==> config.mk <==
export PLATFORM = sky130hd
export DESIGN_NAME = hs_node
export DESIGN_NICKNAME = d
export VERILOG_FILES = /design/src/rtl/hs_node_pkg.sv /design/src/rtl/hs_node_ctrl.sv /design/src/rtl/hs_node_store.sv /design/src/rtl/hs_node.sv
export SDC_FILE = /design/constraint.sdc
export NUM_CORES = 1
export LEC_CHECK = 0
export ABC_AREA = 1
export ABC_CLOCK_PERIOD_IN_PS = 2900
export BUFFER_PORTS_ARGS = -buffer_cell sky130_fd_sc_hd__buf_2
export CAP_MARGIN = 20
export CORE_MARGIN = 4
export CORE_UTILIZATION = 46
export DETAILED_ROUTE_END_ITERATION = 10
export GPL_ROUTABILITY_DRIVEN = 0
export HOLD_SLACK_MARGIN = 0.05
export PLACE_DENSITY = 0.84
export SYNTH_ARGS = -nofsm -noshare
export SYNTH_HDL_FRONTEND = slang
export SYNTH_SLANG_ARGS = --single-unit
==> constraint.sdc <==
create_clock -name clk -period 2.9 [get_ports clk]
set_input_delay 0.87 -clock clk [delete_from_list [all_inputs] [get_ports clk]]
set_output_delay 0.87 -clock clk [all_outputs]
set_load 0.05 [all_outputs]
==> src/rtl/hs_node_pkg.sv <==
`timescale 1ns/1ps
package hs_node_pkg;

    // Transform applied to each word as it enters the buffer
    typedef enum logic {
        XF_PASS = 1'b0,
        XF_INC  = 1'b1
    } xform_e;

    // Buffer commands issued by the control logic each cycle
    typedef struct packed {
        logic wr;   // store the incoming word
        logic rd;   // retire the head word
    } buf_cmd_t;

endpackage

==> src/rtl/hs_node_ctrl.sv <==
`timescale 1ns/1ps
module hs_node_ctrl
    import hs_node_pkg::*;
#(
    parameter int DEPTH = 2
) (
    input  logic     clk,
    input  logic     rst,
    input  logic     in_valid,
    input  logic     out_ready,
    output logic     in_ready,
    output logic     out_valid,
    output buf_cmd_t cmd
);

    localparam int CNT_W = $clog2(DEPTH + 1);
    localparam logic [CNT_W:0] LIMIT = (CNT_W + 1)'(DEPTH);

    logic [CNT_W-1:0] cnt_q;
    logic [CNT_W:0]   cnt_next;

    always_comb begin
        out_valid = !rst && (cnt_q != '0) && out_ready;
        cmd.wr    = !rst && in_valid;
        cmd.rd    = out_valid;
        cnt_next  = {1'b0, cnt_q} + (CNT_W + 1)'(cmd.wr) - (CNT_W + 1)'(cmd.rd);
        // promise for next cycle: room must remain after this cycle settles
        in_ready  = !rst && (cnt_next < LIMIT);
    end

    always_ff @(posedge clk) begin
        if (rst) cnt_q <= '0;
        else     cnt_q <= cnt_next[CNT_W-1:0];
    end

    // occupancy bounded
    p_no_overflow_r9: assert property (@(posedge clk) disable iff (rst)
        cnt_q <= CNT_W'(DEPTH));

    // a promise of readiness leaves at least one free entry
    p_ready_promise_r2: assert property (@(posedge clk) disable iff (rst)
        in_ready |=> (cnt_q < CNT_W'(DEPTH)));

    // producer only sends after a promise in the previous cycle
    p_upstream_rule_r6: assert property (@(posedge clk) disable iff (rst)
        in_valid |-> $past(in_ready));

    // no offer without the consumer being ready
    p_valid_needs_ready_r4: assert property (@(posedge clk) disable iff (rst)
        out_valid |-> out_ready);

endmodule

==> src/rtl/hs_node_store.sv <==
`timescale 1ns/1ps
module hs_node_store
    import hs_node_pkg::*;
#(
    parameter int     DATA_W = 8,
    parameter int     DEPTH  = 2,
    parameter xform_e MODE   = XF_INC
) (
    input  logic              clk,
    input  logic              rst,
    input  buf_cmd_t          cmd,
    input  logic [DATA_W-1:0] wr_data,
    output logic [DATA_W-1:0] rd_data
);

    localparam int PTR_W = (DEPTH > 1) ? $clog2(DEPTH) : 1;
    localparam logic [PTR_W-1:0] LAST = PTR_W'(DEPTH - 1);

    logic [DATA_W-1:0] mem [DEPTH];
    logic [PTR_W-1:0]  wr_ptr, rd_ptr;
    logic [DATA_W-1:0] xf_data;

    generate
        if (MODE == XF_INC) begin : g_inc
            assign xf_data = wr_data + DATA_W'(1);
        end else begin : g_pass
            assign xf_data = wr_data;
        end
    endgenerate

    always_ff @(posedge clk) begin
        if (cmd.wr) mem[wr_ptr] <= xf_data;
    end

    always_ff @(posedge clk) begin
        if (rst) begin
            wr_ptr <= '0;
            rd_ptr <= '0;
        end else begin
            if (cmd.wr) wr_ptr <= (wr_ptr == LAST) ? '0 : wr_ptr + PTR_W'(1);
            if (cmd.rd) rd_ptr <= (rd_ptr == LAST) ? '0 : rd_ptr + PTR_W'(1);
        end
    end

    assign rd_data = mem[rd_ptr];

    // head pointer moves only on a retire
    p_head_moves_on_rd_r7: assert property (@(posedge clk) disable iff (rst)
        !cmd.rd |=> $stable(rd_ptr));

endmodule

==> src/rtl/hs_node.sv <==
`timescale 1ns/1ps
module hs_node
    import hs_node_pkg::*;
#(
    parameter int     DATA_W = 8,
    parameter int     DEPTH  = 2,
    parameter xform_e MODE   = XF_INC
) (
    input  logic              clk,
    input  logic              rst,
    input  logic              in_valid,
    input  logic [DATA_W-1:0] in_data,
    output logic              in_ready,
    output logic              out_valid,
    output logic [DATA_W-1:0] out_data,
    input  logic              out_ready
);

    buf_cmd_t cmd;

    hs_node_ctrl #(.DEPTH(DEPTH)) u_ctrl (
        .clk       (clk),
        .rst       (rst),
        .in_valid  (in_valid),
        .out_ready (out_ready),
        .in_ready  (in_ready),
        .out_valid (out_valid),
        .cmd       (cmd)
    );

    hs_node_store #(.DATA_W(DATA_W), .DEPTH(DEPTH), .MODE(MODE)) u_store (
        .clk     (clk),
        .rst     (rst),
        .cmd     (cmd),
        .wr_data (in_data),
        .rd_data (out_data)
    );

    // with no traffic at either side the head word holds
    p_hold_r7: assert property (@(posedge clk) disable iff (rst)
        (!in_valid && !out_valid) |=> $stable(out_data));

endmodule

==> impl_metrics.json <==
{
  "status": "finished, violations left",
  "violations": "negative setup slack",
  "cp-end-kind": "primary output",
  "synthCells": 89,
  "cts.sink_count": 21,
  "rows": 16,
  "hold_violations": 0,
  "clk_pin_slew_ns": 0.11,
  "diodes": 0,
  "yosysSeqAreaShare": 0.595,
  "rsz0062_at_grt": "true",
  "cts-hold-fix-buffers": 0,
  "cts_buffer_depth": 2,
  "tightest_slew_ns": 0.622,
  "grt_max_degree": 13,
  "placed_cells": 143,
  "synth_seq_cells": 21,
  "maxSlewHeadroom": 0.584,
  "r2r-start": "u_ctrl.cnt_q[1]",
  "power_leakage_nw": 0.561,
  "die_w_um": 54.1,
  "fin_area_mm2": 0.00130,
  "grtUsageTotal": 0.158,
  "placed_area_mm2": 0.00118,
  "drt-initial-drc-count": 13,
  "synth_area_leaders": "edfxtp_1 (49%), dfxtp_1 (10%), mux2_2 (9.2%)",
  "vias_per_cell": 4.92,
  "vias": 733,
  "async_reset_ff_frac": 0,
  "core_area_mm2": 0.00198,
  "area.growth.synth_to_final_pct": 33.1,
  "crit_fanout": 3,
  "io_pins": 22,
  "layout.nets": 139,
  "dp_hpwl_mm": 1.34,
  "avgSynthCellArea_um2": 11.0,
  "tns_ns": -0.332,
  "dieHeight_um": 54.1,
  "ys_types": 16,
  "wl_per_cell_um": 12.9,
  "ant_nets": 0,
  "synthFlopType": "edfxtp_1",
  "synth_most_common_cell": "nand2_1",
  "cts-root-buf": "clkbuf_4",
  "yosys.area.top_type": "edfxtp_1",
  "antenna_found_initial": 0,
  "required_ns": 2.03,
  "start_kind": "input port",
  "min_period_ns": 3.23,
  "finalNonFillerCells": 149,
  "grt_remaining_overflow": 0,
  "criticalPathCategory": "in2out",
  "cap_violations": 0,
  "dieArea_mm2": 0.00292,
  "fin_worst_skew_ns": 0.00344,
  "drt_first_pass_iters": 4,
  "synth-edff-count": 16,
  "post-place-ws_ns": -0.568,
  "post-route-period-util": 1.11,
  "tritoncts": "done",
  "drcViolationCount": 0,
  "critical_path_arrival_ns": 2.36,
  "wl_mm": 1.92,
  "worstSetupStartpoint": "rst",
  "h-tree-depth": 1,
  "synth_common_cells": "nand2_1 (18), edfxtp_1 (16), inv_1 (13)",
  "final-max-slew-violation-count": 0,
  "cts-buffers-inserted": 3,
  "setup_slack_ns": -0.332,
  "grt_pass1_wl_mm": 3.07,
  "grt_pass1_vias": 670,
  "hp-start": "u_store.rd_ptr",
  "fmax_mhz": 309,
  "ys.warnings.count": 0,
  "synthDominantCellAreaShare": 0.492,
  "hp-class": "reg2reg",
  "syn_area_um2": 976,
  "drive_gt1_frac": 0.475,
  "syn-num-nets": 105,
  "ir_drop_uv": 272,
  "start_util": 0.492,
  "worstSkewPairLatency_ns": 0.30,
  "portBuffers": 21,
  "setup_viol": 1,
  "power_density_mw_per_mm2": 561
}
cell usage in the layout (no fill, tap or decap), types with 3 or more instances in the layout:
| master | synthesis | layout |
|---|---|---|
| dfxtp_1 | 5 | 3 |
| clkbuf_4 | 0 | 3 |
| nand3_1 | 5 | 5 |
| nand2_1 | 18 | 14 |
| buf_4 | 0 | 9 |
| nor2_1 | 11 | 9 |
| mux2_2 | 8 | 8 |
| inv_1 | 13 | 9 |
| edfxtp_1 | 16 | 16 |
| buf_2 | 0 | 18 |
where the power goes:
part	internal [W]	leakage, nW	switching, W	total [W]
Combinational	0.0000914	0.354	0.000143	0.000235
Clock	0.0000514	0.0177	0.0000841	0.000136
Sequential	0.000344	0.189	0.0000134	0.000358
state kept, by name (all words and copies together), names as in the netlist, named ones only:
| register | count |
|---|---|
| u_ctrl.cnt_q | 2 |
| u_store.mem | 16 |
| u_store.rd_ptr | 1 |
| u_store.wr_ptr | 1 |
worst paths after layout:
check | end | slack, ns | cells past startpoint
worst max-delay path | in_ready | -0.33 | 11
worst min-delay path | register | 0.52 | 2
worst max register to register | u_ctrl.cnt_q[1] | 0.84 | 12
worst min register to register | register | 0.52 | 2
metrics by stage:
step	power, W	utilization	hold WS (ns)
after floorplan	0.000503	-	0.465
after global placement	0.000549	0.595	0.478
after detailed placement	0.000557	0.595	0.495
after CTS	0.000713	0.644	0.522
after global routing	0.000760	0.655	0.580
final	0.000728	0.655	0.516
layer usage:
metal,global-route usage,up-vias,share of wire
li1,-,360,-
met1,0.178,334,0.39
met2,0.252,28,0.48
met4,0.112,0,0.060
met5,0,-,0
met3,0.0499,11,0.066
logic make-up after synthesis:
family,after synthesis,synth area share
buffers and inverters,14,0.0615
multiplexers,8,0.0923
AO/OA/AOI/OAI,4,0.0205
XOR/XNOR,3,0.0269
adder cells (fa/ha/maj),4,0.0590
flip-flops,21,0.595
AND/OR/NAND/NOR,35,0.145
layout make-up:
| type | count | area [um^2] |
|---|---|---|
| fill | 148 | 683 |
| clock inverter | 1 | 5.00 |
| sequential | 21 | 583 |
| tap | 27 | 33.8 |
| timing repair buffer | 30 | 199 |
| clock buffer | 3 | 22.5 |
| multi-input combinational | 54 | 402 |
| inverter | 13 | 53.8 |
critical path, stage by stage:
cell,delay [ns]
buf_8,0.11
inv_4,0.05
nand2_4,0.06
ha_4,0.28
inv_4,0.03
ha_4,0.15
fa_2,0.53
inv_2,0.04
nand2_2,0.07
nor2_4,0.04
buf_6,0.14
what timing repair did:
action	4_1_cts	5_1_grt
buffers inserted	1	1
endpoints found under the setup margin	1	1
gates resized for setup	17	7
pin swaps	4	5
endpoints found under the hold margin	0	0
No activity file was read; power rests on OpenSTA's default activity.
